`config.mk`:
```
export PLATFORM = sky130hd
export DESIGN_NAME = saveram_xlat
export DESIGN_NICKNAME = d
export VERILOG_FILES = /design/src/rtl/saveram_xlat_pkg.sv /design/src/rtl/saveram_fold.sv /design/src/rtl/saveram_wgate.sv /design/src/rtl/saveram_state.sv /design/src/rtl/saveram_xlat.sv
export SDC_FILE = /design/constraint.sdc
export NUM_CORES = 1
export LEC_CHECK = 0
export BUFFER_PORTS_ARGS = -buffer_cell sky130_fd_sc_hd__buf_2
export CAP_MARGIN = 20
export CORE_AREA = 2 2 72 61
export CTS_CLUSTER_DIAMETER = 100
export CTS_CLUSTER_SIZE = 20
export DETAILED_ROUTE_END_ITERATION = 7
export DIE_AREA = 0 0 74 63
export PLACE_DENSITY = 0.69
export SYNTH_ARGS = -nofsm -noshare
export SYNTH_HDL_FRONTEND = slang
export SYNTH_SLANG_ARGS = --single-unit
```
`constraint.sdc`:
```
create_clock -name clk -period 1.8 [get_ports clk]
set_input_delay 0.09 -clock clk [delete_from_list [all_inputs] [get_ports clk]]
set_output_delay 0.09 -clock clk [all_outputs]
set_load 0.03 [all_outputs]
```
`src/rtl/saveram_xlat_pkg.sv`:
```
package saveram_xlat_pkg;
    localparam int DATA_W = 8;
    localparam int CPU_AW = 24;

    typedef enum logic [1:0] {
        WIN_NONE = 2'd0,
        WIN_LOW  = 2'd1,
        WIN_HIGH = 2'd2,
        WIN_WORK = 2'd3
    } win_e;

    typedef struct packed {
        logic              dirty;
        logic [DATA_W-1:0] obus;
    } xlat_state_t;
endpackage

```
`src/rtl/saveram_fold.sv`:
```
module saveram_fold
    import saveram_xlat_pkg::*;
#(
    parameter int RAM_AW = 17
) (
    input  logic [CPU_AW-1:0] addr,
    input  win_e              win,
    input  logic [RAM_AW-1:0] mask,
    output logic [RAM_AW-1:0] lin_addr
);
    localparam logic [CPU_AW-1:0] WORK_BASE = CPU_AW'(24'h6000);

    logic [CPU_AW-1:0] low_raw_d;
    logic [CPU_AW-1:0] high_raw_d;
    logic [CPU_AW-1:0] work_raw_d;
    logic [CPU_AW-1:0] offs_d;

    always_comb begin
        offs_d     = {9'b0, addr[14:0]};
        low_raw_d  = {1'b0, addr[23:16], addr[14:0]};
        high_raw_d = offs_d - WORK_BASE + {7'b0, addr[19:16], 13'b0};
        work_raw_d = offs_d - WORK_BASE;
        unique case (win)
            WIN_LOW:  lin_addr = low_raw_d[RAM_AW-1:0] & mask;
            WIN_HIGH: lin_addr = high_raw_d[RAM_AW-1:0] & mask;
            WIN_WORK: lin_addr = work_raw_d[RAM_AW-1:0];
            default:  lin_addr = '0;
        endcase
    end

    logic unused_fold_bits;
    assign unused_fold_bits = ^{addr[15], low_raw_d[CPU_AW-1:RAM_AW],
                                high_raw_d[CPU_AW-1:RAM_AW], work_raw_d[CPU_AW-1:RAM_AW]};
endmodule

```
`src/rtl/saveram_wgate.sv`:
```
module saveram_wgate
    import saveram_xlat_pkg::*;
#(
    parameter int RAM_AW = 17
) (
    input  logic              clk,
    input  logic              rst_n,
    input  win_e              win,
    input  logic              wr_en,
    input  logic [RAM_AW-1:0] mask,
    output logic              we
);
    logic mask_present;

    always_comb begin
        mask_present = |mask;
        unique case (win)
            WIN_LOW, WIN_HIGH: we = wr_en & mask_present;
            WIN_WORK:          we = wr_en;
            default:           we = 1'b0;
        endcase
    end

    // an absent save RAM never sees a write
    a_r5_no_ram_no_write: assert property (@(posedge clk) disable iff (!rst_n)
        ((win == WIN_LOW || win == WIN_HIGH) && mask == '0) |-> !we);
    // unmapped window or idle strobe never writes
    a_r6_no_stray_write: assert property (@(posedge clk) disable iff (!rst_n)
        (win == WIN_NONE || !wr_en) |-> !we);
endmodule

```
`src/rtl/saveram_state.sv`:
```
module saveram_state
    import saveram_xlat_pkg::*;
(
    input  logic              clk,
    input  logic              rst_n,
    input  logic              we,
    input  logic              clr,
    input  logic              rd_mapped,
    input  logic [DATA_W-1:0] rd_value,
    output logic              dirty,
    output logic [DATA_W-1:0] obus
);
    xlat_state_t st_d, st_q;

    always_comb begin
        st_d = st_q;
        if (clr)
            st_d.dirty = 1'b0;
        if (we)
            st_d.dirty = 1'b1;
        if (rd_mapped)
            st_d.obus = rd_value;
    end

    always_ff @(posedge clk or negedge rst_n) begin
        if (!rst_n)
            st_q <= '0;
        else
            st_q <= st_d;
    end

    assign dirty = st_q.dirty;
    assign obus  = st_q.obus;

    // effective write marks RAM modified
    a_r7_dirty_set: assert property (@(posedge clk) disable iff (!rst_n)
        we |=> dirty);
    // flag holds without a clear
    a_r7_dirty_sticky: assert property (@(posedge clk) disable iff (!rst_n)
        (dirty && !clr) |=> dirty);
    // clear without a write drops the flag
    a_r8_dirty_clear: assert property (@(posedge clk) disable iff (!rst_n)
        (clr && !we) |=> !dirty);
    // open-bus value holds when no mapped read
    a_r10_obus_hold: assert property (@(posedge clk) disable iff (!rst_n)
        !rd_mapped |=> $stable(obus));
endmodule

```
`src/rtl/saveram_xlat.sv`:
```
module saveram_xlat
    import saveram_xlat_pkg::*;
#(
    parameter int RAM_AW = 17
) (
    input  logic              clk,
    input  logic              rst_n,
    input  logic [23:0]       bus_addr,
    input  logic              rd_en,
    input  logic              wr_en,
    input  logic [1:0]        win_sel,
    input  logic [RAM_AW-1:0] size_mask,
    input  logic [7:0]        wr_data,
    input  logic [7:0]        ram_rdata,
    input  logic              dirty_clr,
    output logic [RAM_AW-1:0] ram_addr,
    output logic              ram_we,
    output logic [7:0]        ram_wdata,
    output logic [7:0]        rd_data,
    output logic              dirty
);
    win_e              win;
    logic              rd_mapped;
    logic [DATA_W-1:0] obus;

    assign win       = win_e'(win_sel);
    assign rd_mapped = rd_en && (win != WIN_NONE);

    saveram_fold #(.RAM_AW(RAM_AW)) u_fold (
        .addr     (bus_addr),
        .win      (win),
        .mask     (size_mask),
        .lin_addr (ram_addr)
    );

    saveram_wgate #(.RAM_AW(RAM_AW)) u_wgate (
        .clk   (clk),
        .rst_n (rst_n),
        .win   (win),
        .wr_en (wr_en),
        .mask  (size_mask),
        .we    (ram_we)
    );

    saveram_state u_state (
        .clk       (clk),
        .rst_n     (rst_n),
        .we        (ram_we),
        .clr       (dirty_clr),
        .rd_mapped (rd_mapped),
        .rd_value  (ram_rdata),
        .dirty     (dirty),
        .obus      (obus)
    );

    assign ram_wdata = wr_data;
    assign rd_data   = rd_mapped ? ram_rdata : obus;

    // a mapped read is captured into the open-bus register
    a_r9_obus_capture: assert property (@(posedge clk) disable iff (!rst_n)
        rd_mapped |=> (obus == $past(ram_rdata)));
    // unmapped read presents the held value
    a_r10_unmapped_read: assert property (@(posedge clk) disable iff (!rst_n)
        (rd_en && win == WIN_NONE) |-> (rd_data == obus));
endmodule

```
* After elaboration in Yosys (flattened, before gate mapping)
Cells that the tools add are included.
** Storage, ports and cells
- Register bits after elaboration :: 9
- Bits in latches :: 0
- Memory bits (writable) :: 0
- Bits in read-only memories :: 0
- Bits of input ports :: 64
- Logic and storage cells :: 20
- Memories kept :: 0
** Operators by class
- Add/sub/neg operators :: 2
- $mul :: 0
- Div/mod/pow operators :: 0
- Magnitude comparators :: 0
- Equal/unequal tests :: 3
- Shift operators :: 0
- Multiplexer cells :: 5
- Bitwise operators :: 3
- Reductions and logical operators :: 5
** Operators with widths (count)
- 17-bit one-hot mux with 3 select lines :: 1
- 17-bit AND :: 2
- 16-bit by 17-bit adder with 17-bit output :: 1
- 17-bit OR reduction :: 1
- 15-bit by 15-bit subtractor with 16-bit output, second input constant :: 1
- 8-bit two-way mux :: 1
- 2-bit == test, second input constant :: 2
- 2-bit nonzero test :: 2
- 2-bit by 1-bit == test with 1-bit output, second input constant :: 1
- 1-bit two-way mux :: 2
- 1-bit one-hot mux with 2 select lines :: 1
- 2-bit OR reduction :: 1
- 1-bit AND :: 1
- 1-bit logical AND :: 1

* Depth between registers and ports, before layout
Gate-level depths: netlist of run 1.
- Word-level depth :: 4
- Mapped depth :: 7

* Modules after synthesis
Synthesis of run 1 repeated with hierarchy kept, for this count alone.
** Second synthesis, totals
- Cells, all modules :: 120
- Area total of the unflattened synthesis :: 1097.3 µm²
** Modules (own cells, without submodules)
- saveram_fold :: times used 1, cells each 69, area each 474.2 µm²
- saveram_state :: times used 1, cells each 20, area each 367.9 µm²
- saveram_xlat :: times used 1, cells each 18, area each 170.2 µm²
- saveram_wgate :: times used 1, cells each 13, area each 85.1 µm²

* Worst setup path before layout of run 1
Ideal clock, no wire load.
- Path type :: input to output
- From :: input port bus_addr[13]
- To :: output port ram_addr[16]
- Arrival time :: 1.582 ns
- Data required time :: 1.710 ns
- Setup slack :: 0.128 ns
- Cell stages on the path :: 6
- Buffers on the path :: 0
- Cell sequence :: ha_1 ha_1 a21o_1 a21oi_1 xnor2_1 o22ai_1
** On the way
- Cells in the longest elaborated chain, start to end :: 4
** RTL lines
- start: declaration :: RTL line saveram_xlat.sv:8 : input logic [23:0] bus_addr,
- 15-bit by 15-bit subtractor with 16-bit output * :: RTL line saveram_fold.sv:21, saveram_fold.sv:22
- 16-bit by 17-bit adder with 17-bit output :: RTL line saveram_fold.sv:21 : high_raw_d = offs_d - WORK_BASE + {7'b0, addr[19:16], 13'b0};
- 17-bit AND :: RTL line saveram_fold.sv:25 : WIN_HIGH: lin_addr = high_raw_d[RAM_AW-1:0] & mask;
- 17-bit one-hot mux with 3 select lines * :: RTL line saveram_fold.sv:23 : unique case (win)
- end: declaration :: RTL line saveram_xlat.sv:16 : output logic [RAM_AW-1:0] ram_addr,
Mark *: on every way between the ends. The rest lies on a longest branch, timed or not.

* Worst setup path in the final report of run 1
- From :: input port bus_addr[14]
- To :: output port ram_addr[16]
The elaborated chain is that of the path after synthesis.

==> results of run 1 <==
cell usage after synthesis:
library cell	count	area, µm²
sky130_fd_sc_hd__a21o_1	1	7.510
sky130_fd_sc_hd__buf_2	2	10.01
sky130_fd_sc_hd__xor2_1	1	8.760
sky130_fd_sc_hd__nand2b_1	1	6.260
sky130_fd_sc_hd__a41oi_1	1	8.760
sky130_fd_sc_hd__fa_1	1	20.02
sky130_fd_sc_hd__dfrtp_1	9	225.2
sky130_fd_sc_hd__nor2_1	5	18.77
sky130_fd_sc_hd__nand4b_1	1	8.760
sky130_fd_sc_hd__buf_4	9	67.56
sky130_fd_sc_hd__clkbuf_1	3	11.26
sky130_fd_sc_hd__nor4_1	4	25.02
sky130_fd_sc_hd__or2b_2	1	8.760
sky130_fd_sc_hd__a31oi_1	1	6.260
sky130_fd_sc_hd__o41ai_1	1	8.760
sky130_fd_sc_hd__nand3_1	1	5.000
sky130_fd_sc_hd__a32oi_1	2	17.52
sky130_fd_sc_hd__or4_4	1	11.26
sky130_fd_sc_hd__nand2_1	1	3.750
sky130_fd_sc_hd__xnor2_1	2	17.52
sky130_fd_sc_hd__inv_1	6	22.52
sky130_fd_sc_hd__a21oi_1	15	75.07
sky130_fd_sc_hd__o21ai_0	1	5.000
sky130_fd_sc_hd__mux2_1	1	11.26
sky130_fd_sc_hd__ha_1	8	100.1
sky130_fd_sc_hd__nor2b_1	1	6.260
sky130_fd_sc_hd__nor3b_1	13	97.59
sky130_fd_sc_hd__mux2_2	8	90.09
sky130_fd_sc_hd__nor4_4	1	21.27
sky130_fd_sc_hd__o22ai_1	1	6.260
sky130_fd_sc_hd__clkbuf_8	1	13.76
power by group:
group	switching [µW]	total (µW)	internal [µW]
Sequential	6.17	236	229
Combinational	251	422	170
Clock	72.7	226	154
Total	330	883	553
flip-flops by register name, summed over array words and instances, names as in the netlist:
name and cells:
u_state.dirty 1, u_state.obus 8
metal layers:
layer,part of all wire,routed length [µm],track usage,vias to the layer above
li1,-,-,-,513
met1,0.41,1102,0.1293,486
met2,0.52,1380,0.1998,41
met3,0.068,183,0.02903,2
met4,0.0045,12,0.01591,0
met5,0,0,0,-
timing repair:
action | 4_1_cts | 5_1_grt
endpoints found under the hold margin | 9 | 0
setup endpoints to repair | 1 | 1
hold buffers | 1 | 0
setup buffers | 0 | 1
pin swaps | 0 | 5
gates resized for setup | 1 | 6
per-stage QoR:
step | setup TNS [ps] | cell area (µm²) | setup slack [ps] | std cells
finish | 0 | 1416 | 70.90 | 232
global route | 0 | 1416 | 9.183 | 232
CTS | 0 | 1390 | 22.13 | 231
detailed placement | -48.46 | 1323 | -48.46 | 226
global placement | -6.794 | 1323 | -6.794 | 226
floorplan | 0 | 945.9 | 127.6 | 104
critical path: cells and delay by family:
| kind | cells | cell delay [ps] |
|---|---|---|
| adders and majority gates | 2 | 520 |
| buffers and inverters | 3 | 480 |
| AOI/OAI and AO/OA | 3 | 460 |
| xor gates and xnor gates | 1 | 90 |
layout by cell type (no fill, tap or decap):
| cell | n |
|---|---|
| sky130_fd_sc_hd__buf_2 | 76 |
| sky130_fd_sc_hd__a21oi_1 | 15 |
| sky130_fd_sc_hd__nor3b_1 | 13 |
| sky130_fd_sc_hd__dfrtp_1 | 9 |
| sky130_fd_sc_hd__mux2_2 | 8 |
| sky130_fd_sc_hd__ha_1 | 6 |
| sky130_fd_sc_hd__inv_1 | 5 |
| sky130_fd_sc_hd__nor2_1 | 5 |
| sky130_fd_sc_hd__buf_4 | 5 |
| sky130_fd_sc_hd__nor4_1 | 4 |
| sky130_fd_sc_hd__clkbuf_8 | 3 |
| sky130_fd_sc_hd__a32oi_1 | 2 |
| sky130_fd_sc_hd__xnor2_1 | 2 |
| sky130_fd_sc_hd__ha_4 | 2 |
| sky130_fd_sc_hd__inv_2 | 1 |
| sky130_fd_sc_hd__nand2_1 | 1 |
| sky130_fd_sc_hd__o21ai_0 | 1 |
| sky130_fd_sc_hd__nand2b_1 | 1 |
| sky130_fd_sc_hd__or4_4 | 1 |
| sky130_fd_sc_hd__nand3_1 | 1 |
| sky130_fd_sc_hd__nor4_4 | 1 |
| sky130_fd_sc_hd__nand4b_1 | 1 |
| sky130_fd_sc_hd__a21o_1 | 1 |
| sky130_fd_sc_hd__xor2_1 | 1 |
| sky130_fd_sc_hd__nor2b_1 | 1 |
| sky130_fd_sc_hd__a41oi_1 | 1 |
| sky130_fd_sc_hd__o22ai_1 | 1 |
| sky130_fd_sc_hd__a31oi_1 | 1 |
| sky130_fd_sc_hd__mux2_4 | 1 |
| sky130_fd_sc_hd__or2b_2 | 1 |
| sky130_fd_sc_hd__o41ai_1 | 1 |
| sky130_fd_sc_hd__fa_1 | 1 |
| sky130_fd_sc_hd__clkbuf_1 | 1 |
| sky130_fd_sc_hd__dlygate4sd3_1 | 1 |
cells by family (layout without fill, tap and decap cells):
| kind of cell | count (synthesis) | count (layout) |
|---|---|---|
| adders and majority gates | 9 | 9 |
| and+or+nand+nor | 30 | 30 |
| xor gates and xnor gates | 3 | 3 |
| DFF | 9 | 9 |
| buffers and inverters | 21 | 92 |
| muxes | 9 | 9 |
| AOI/OAI and AO/OA | 23 | 23 |
final timing paths:
kind / depth (start not counted) / to / slack, ps / start
max in group asynchronous: 2 / u_state.dirty / 1370 / rst_n
max reg2reg: 2 / u_state.dirty / 1000 / u_state.dirty
min: 2 / u_state.obus[6] / 110 / ram_rdata[6]
min in group asynchronous: 2 / u_state.obus[7] / 250 / rst_n
min reg2reg: 1 / u_state.obus[3] / 490 / u_state.obus[3]
max: 9 / ram_addr[16] / 70 / bus_addr[14]
area by class of cell:
type | count | share of cell area
tap | 57 | 0.05035
timing repair buffer | 82 | 0.3021
clock buffer | 4 | 0.03180
inverter | 6 | 0.01590
sequential | 9 | 0.1590
multi-input combinational | 74 | 0.4408
==> results.txt, run 1 <==
----------------------------------------------------
[Global route]
  Number of antenna violations at the first check in global routing ... 0
  Grt ovf ... 0
  Wire length of the first global-routing pass ... 4.112 mm
  Largest net degree at the start of global routing ... 20
  GRT Overall Usage ... 0.1099
  Via count of the first global-routing pass ... approximately 950

[Timing]
  Final-report max-slew violation count ... 0
  Rel. slew slack ... 0.7394
  Number of hold-slack violations in the final timing report ... 0
  Final Cycle Share ... 0.9606
  Post-route worst hold slack ... around 110 ps
  Slew at the pin closest to its max-slew limit ... between 300 and 400 ps
  Final number of setup-violating endpoints ... 0
  Clock Skew ... 0 ps
  Minimum period implied by the final worst setup slack ... roughly 1700 ps
  RSZ-0062 raised after global routing ... no
  Peak clock frequency supported by timing ... just under 0.6 GHz

[Logic synthesis]
  Flops & latches, synth ... 9
  Multiplexer fraction of the synthesized cell area ... 0.1071
  Synthesized instance count ... ~100
  Parity-gate share of the synthesized area counting xor and xnor cells ... 0.02778
  Adder-cell area share of the yosys netlist ... 0.1270
  Mapped Nets ... 177
  Ys Warns ... 0
  Seq/Total Area, Yosys ... 0.2381
  Area fraction in compound gates after synthesis ... 0.1429
  Syn Std Cell Area ... about 950 µm²
  Combinational family with the most area after synthesis ... simple AND/OR/NAND/NOR gates
  Cell variety after synth ... 31
  Post-Syn Area per Cell ... approximately 9.1 µm²
  Synth Area in Simple Gates ... 0.2249

[Cells and area]
  Utilization of the core after routing ... 0.3570
  Fraction of final layout cells sized beyond drive strength 1 ... 0.5657
  Area growth, synth to finish ... 49.74%
  Area of combinational cells with multiple inputs ... 624.3 µm²
  Combined flip-flop and latch cell area ... about 230 µm²
  Diodes inserted ... 0
  Count of filler cells inserted in the layout ... between 400 and 500
  Final Net Count ... between 200 and 250

[Clock network]
  CTS buffer count ... 3
  Htree depth ... 1
  Worst-case clock buffer depth ... 2
  Clock tree sinks ... 9
  Skew-Pair Late Insertion Delay ... roughly 220 ps
  Master cell of the clock root buffer ... sky130_fd_sc_hd__clkbuf_8
  Clk pin slew, worst setup/hold paths ... around 40 ps
  Clock tree from TritonCTS ... built

[Die]
  Vert. Die Dim ... ~63 µm
  Number of rows created at floorplan ... 21
  Starting density of the core ... 0.2384
  Core Region ... 3968 µm²
  DIE AREA ... between 4000 and 5000 µm²
  Number of top-level design ports ... 99
  Die width ... around 74 µm

[Setup path]
  Delay contributed by the slowest stage of the critical path ... around 270 ps
  Required time worst endpoint ... 1710 ps
  Most numerous cell on the critical path ... sky130_fd_sc_hd__buf_2
  Critical Path Sink Type ... primary output
  Cells traversed along the worst timing path ... buf_2, ha_4, buf_4, ha_1, a21o_1, a21oi_1, xnor2_1, o22ai_1, buf_2
  Arrival time of data at the critical path endpoint ... between 1500 and 2000 ps
  Slowest cell on the critical path ... sky130_fd_sc_hd__ha_1
  Setup CP Type ... primary input to primary output
  Critical Path Start Type ... primary input
  Critical Path Fanout Max ... 3

[Worst hold path]
  Worst Hold Class ... primary input to flop

[Routing]
  Via density per instance ... ~4.5
  Average wire length per cell after detail routing ... about 12 µm
  Number of optimization iterations in the first detailed-route pass ... 4
  Residual DRC count ... 0
  Iter 0 DRT Violations ... 24
  Count of vias placed by the detailed router ... around 1000
  Antenna Violating Nets Remaining ... 0
  Aggregate routed wire length ... roughly 2.7 mm

[Outcome]
  Outcome ... finished clean

[Place]
  Final HPWL from detailed placement ... about 2.2 mm
  Buffers added on ports ... a little under 80
  Global placement routability congestion ... just over 0.8

[Power]
  VDD IR max ... slightly above 0.0006 V
  Pwr Total ... approximately 880 µW
  Pwr/cell area ... 623.7 nW/µm²
  Static leakage power ... slightly above 0.0007 µW

[Run]
  MaxCap Viol Count ... 0

----------------------------------------------------
No activity file was read; power rests on OpenSTA's default activity.
==> run 2, diff against run 1 <==
--- a/config.mk
+++ b/config.mk
@@ -7,12 +7,12 @@
 export LEC_CHECK = 0
 export BUFFER_PORTS_ARGS = -buffer_cell sky130_fd_sc_hd__buf_2
 export CAP_MARGIN = 20
-export CORE_AREA = 2 2 72 61
+export CORE_AREA = 2 2 62 52
 export CTS_CLUSTER_DIAMETER = 100
 export CTS_CLUSTER_SIZE = 20
 export DETAILED_ROUTE_END_ITERATION = 7
-export DIE_AREA = 0 0 74 63
-export PLACE_DENSITY = 0.69
+export DIE_AREA = 0 0 64 54
+export PLACE_DENSITY_LB_ADDON = 0.15
 export SYNTH_ARGS = -nofsm -noshare
 export SYNTH_HDL_FRONTEND = slang
 export SYNTH_SLANG_ARGS = --single-unit
==> run 2 against run 1 <==
  * Critical path depth fell by 2
  * First-iteration DRC count fell by 4.2%
  * Fmax up 1.3%
  * Clock skew did not move
  * Cell count decreased by 7.8%
  * Via count down 1.3%
  * Worst setup slack gained 22 ps
  * Routed wire length up 1.3%
  * Hold slack worse by 27 ps
  * Count of clock-buffer cells in the layout did not move
  * Flip-flop and latch count did not move
==> results.txt, run 2 (synthesis results as in run 1) <==
----------------------------------------------------
[Cells and area]
  Count of filler cells inserted in the layout ... 313 (was 427)
  Combined flip-flop and latch cell area ... 225.2 µm² (unchanged)
  Number of flip-flops under the largest register name ... 8 (unchanged)
  Highest-count cells in the layout ignoring fill and taps ... sky130_fd_sc_hd__buf_2, sky130_fd_sc_hd__a21oi_1, sky130_fd_sc_hd__nor3b_1 (unchanged)
  Area of combinational cells with multiple inputs ... 614.3 µm² (was 624.3 µm²)
  Area growth, synth to finish ... 43.65% (was 49.74%)
  Diodes inserted ... 0 (unchanged)
  Most common library cell in the layout ignoring fill and taps ... sky130_fd_sc_hd__buf_2 (unchanged)
  Final Net Count ... 248 (was 249)
  Fraction of final layout cells sized beyond drive strength 1 ... 0.5632 (was 0.5657)
  Non-filler cells in the finished layout ... 214 (was 232)

[Setup path]
  Critical Path Start Type ... primary input (unchanged)
  Slowest cell on the critical path ... sky130_fd_sc_hd__fa_1 (was sky130_fd_sc_hd__ha_1)
  Arrival time of data at the critical path endpoint ... 1620 ps (was 1640 ps)
  Critical Path Fanout Max ... 3 (unchanged)
  Setup CP Type ... primary input to primary output (unchanged)
  Delay contributed by the slowest stage of the critical path ... 450 ps (was 270 ps)
  Cells traversed along the worst timing path ... buf_2, ha_4, fa_1, mux2_4, a32oi_1, nor2_1, buf_4 (was buf_2, ha_4, buf_4, ha_1, a21o_1, a21oi_1, xnor2_1, o22ai_1, buf_2)
  Critical Path Sink Type ... primary output (unchanged)
  Required time worst endpoint ... 1710 ps (about the same)

[Routing]
  Iter 0 DRT Violations ... 23 (was 24)
  Via density per instance ... 4.804 (was 4.491)
  Count of vias placed by the detailed router ... 1028 (was 1042)
  Aggregate routed wire length ... 2.713 mm (was 2.679 mm)
  Number of optimization iterations in the first detailed-route pass ... 2 (was 4)
  Antenna Violating Nets Remaining ... 0 (unchanged)
  Average wire length per cell after detail routing ... 12.68 µm (was 11.55 µm)
  Residual DRC count ... 0 (unchanged)

[Worst hold path]
  Worst Hold Class ... primary input to flop (unchanged)

[Run]
  MaxCap Viol Count ... 0 (unchanged)

[Power]
  Combinational group share of total power ... 0.519 (was 0.477)
  VDD IR max ... 0.0003571 V (was 0.0006128 V)
  Static leakage power ... 0.0006939 µW (was 0.0007072 µW)
  Switching power share of the total ... 0.4020 (was 0.3738)
  Clock power frac ... 0.187 (was 0.256)
  Register share of total power ... 0.294 (was 0.267)
  Pwr/cell area ... 591.5 nW/µm² (was 623.7 nW/µm²)
  Internal power contribution ... 480.6 µW (was 553.3 µW)
  Pwr Total ... 803.8 µW (was 883.4 µW)
  Total net switching power ... 323.1 µW (was 330.2 µW)

[Global route]
  Largest net degree at the start of global routing ... 21 (was 20)
  Grt ovf ... 0 (unchanged)
  Number of antenna violations at the first check in global routing ... 0 (unchanged)
  GRT Overall Usage ... 0.1528 (was 0.1099)
  Wire length of the first global-routing pass ... 4.098 mm (was 4.112 mm)
  Via count of the first global-routing pass ... 938 (was 952)

[Die]
  Core Region ... 2905 µm² (was 3968 µm²)
  DIE AREA ... 3456 µm² (was 4662 µm²)
  Starting density of the core ... 0.3256 (was 0.2384)
  Number of rows created at floorplan ... 18 (was 21)
  Number of top-level design ports ... 99 (unchanged)
  Vert. Die Dim ... 54 µm (was 63 µm)
  Die width ... 64 µm (was 74 µm)

[Timing]
  Number of hold-slack violations in the final timing report ... 0 (unchanged)
  RSZ-0062 raised after global routing ... no (unchanged)
  Final Cycle Share ... 0.9485 (was 0.9606)
  Peak clock frequency supported by timing ... 0.5857 GHz (was 0.5783 GHz)
  Slew at the pin closest to its max-slew limit ... 682.6 ps (was 390.9 ps)
  Rel. slew slack ... 0.5449 (was 0.7394)
  Post-route worst hold slack ... 85.49 ps (was 112.3 ps)
  Minimum period implied by the final worst setup slack ... 1707 ps (was 1729 ps)
  Clock Skew ... 0 ps (unchanged)
  Final number of setup-violating endpoints ... 0 (unchanged)
  Final-report max-slew violation count ... 0 (unchanged)

[Place]
  Global placement routability congestion ... 0.6765 (was 0.8232)
  Number of placed cells counting well taps ... 209 (was 226)
  Buffers added on ports ... 77 (unchanged)
  Final HPWL from detailed placement ... 2.296 mm (was 2.182 mm)

[Outcome]
  Outcome ... finished clean (unchanged)

[Clock network]
  CTS buffer count ... 3 (unchanged)
  Clock tree sinks ... 9 (unchanged)
  Clk pin slew, worst setup/hold paths ... 50 ps (was 40 ps)
  Skew-Pair Late Insertion Delay ... 260 ps (was 220 ps)
  Master cell of the clock root buffer ... sky130_fd_sc_hd__clkbuf_4 (was sky130_fd_sc_hd__clkbuf_8)
  Htree depth ... 1 (unchanged)
  Worst-case clock buffer depth ... 2 (unchanged)
  Clock tree from TritonCTS ... built (unchanged)

----------------------------------------------------
==> run 2: cell types whose count changed in the layout (fill, tap and decap cells not counted) <==
cell and delta:
sky130_fd_sc_hd__clkbuf_8 -3, sky130_fd_sc_hd__buf_4 -1, sky130_fd_sc_hd__ha_4 -1, sky130_fd_sc_hd__ha_2 +1, sky130_fd_sc_hd__clkbuf_4 +3
==> run 2: worst paths after layout <==
check / from / slack (ps) / cells after the start / end
min in group asynchronous: rst_n / 210 / 2 / u_state.obus[0]
worst max-delay path: bus_addr[13] / 90 / 7 / ram_addr[14]
worst min register to register: u_state.obus[7] / 490 / 1 / u_state.obus[7]
worst max register to register: u_state.dirty / 990 / 2 / u_state.dirty
max in group asynchronous: rst_n / 1410 / 2 / u_state.obus[3]
worst min-delay path: ram_rdata[5] / 90 / 2 / u_state.obus[5]
==> run 2: cell type report <==
class                      count  area share
timing repair buffer          81      0.3094
sequential                     9      0.1657
inverter                       6     0.01657
tap                           40     0.03683
multi-input combinational     74      0.4521
clock buffer                   4     0.01934
==> run 2: critical path, delay by kind of cell <==
family	cells	cell delay [ps]
compound gates	1	190
fa+ha+maj	2	700
buf+inv	2	320
mux	1	260
simple gates	1	60
==> run 2: repair_timing <==
item                                   4_1_cts  5_1_grt
pin swaps                                    0        1
setup buffers                                0        0
setup endpoints to repair                    1        1
gates resized for setup                      2        3
hold buffers                                 1        0
endpoints found under the hold margin        9        0
==> run 2: power groups by stage <==
stage,sequential (µW),combinational [µW],clock [µW]
after floorplan,242,299,0
after global placement,237,401,0
after detailed placement,240,411,0
after CTS,237,420,159
after global routing,240,456,167
final,236,417,150
==> run 2: per-stage QoR <==
stage | TNS (ps) | cell area (µm²) | setup slack [ps] | utilization
final | 0 | 1359 | 92.67 | 0.4677
after global routing | 0 | 1359 | 27.15 | 0.4677
after CTS | 0 | 1353 | 23.25 | 0.4655
after detailed placement | -40.60 | 1301 | -40.60 | 0.4479
after global placement | -14.45 | 1301 | -14.45 | 0.4479
after floorplan | 0 | 945.9 | 127.6 | -
==> run 2: metal layers <==
layer	up-vias	track usage	share of wire
met2	34	0.2674	0.51
met1	476	0.1907	0.41
met5	-	0	0
met3	6	0.03766	0.075
met4	0	0.03986	0.0085
li1	512	-	-
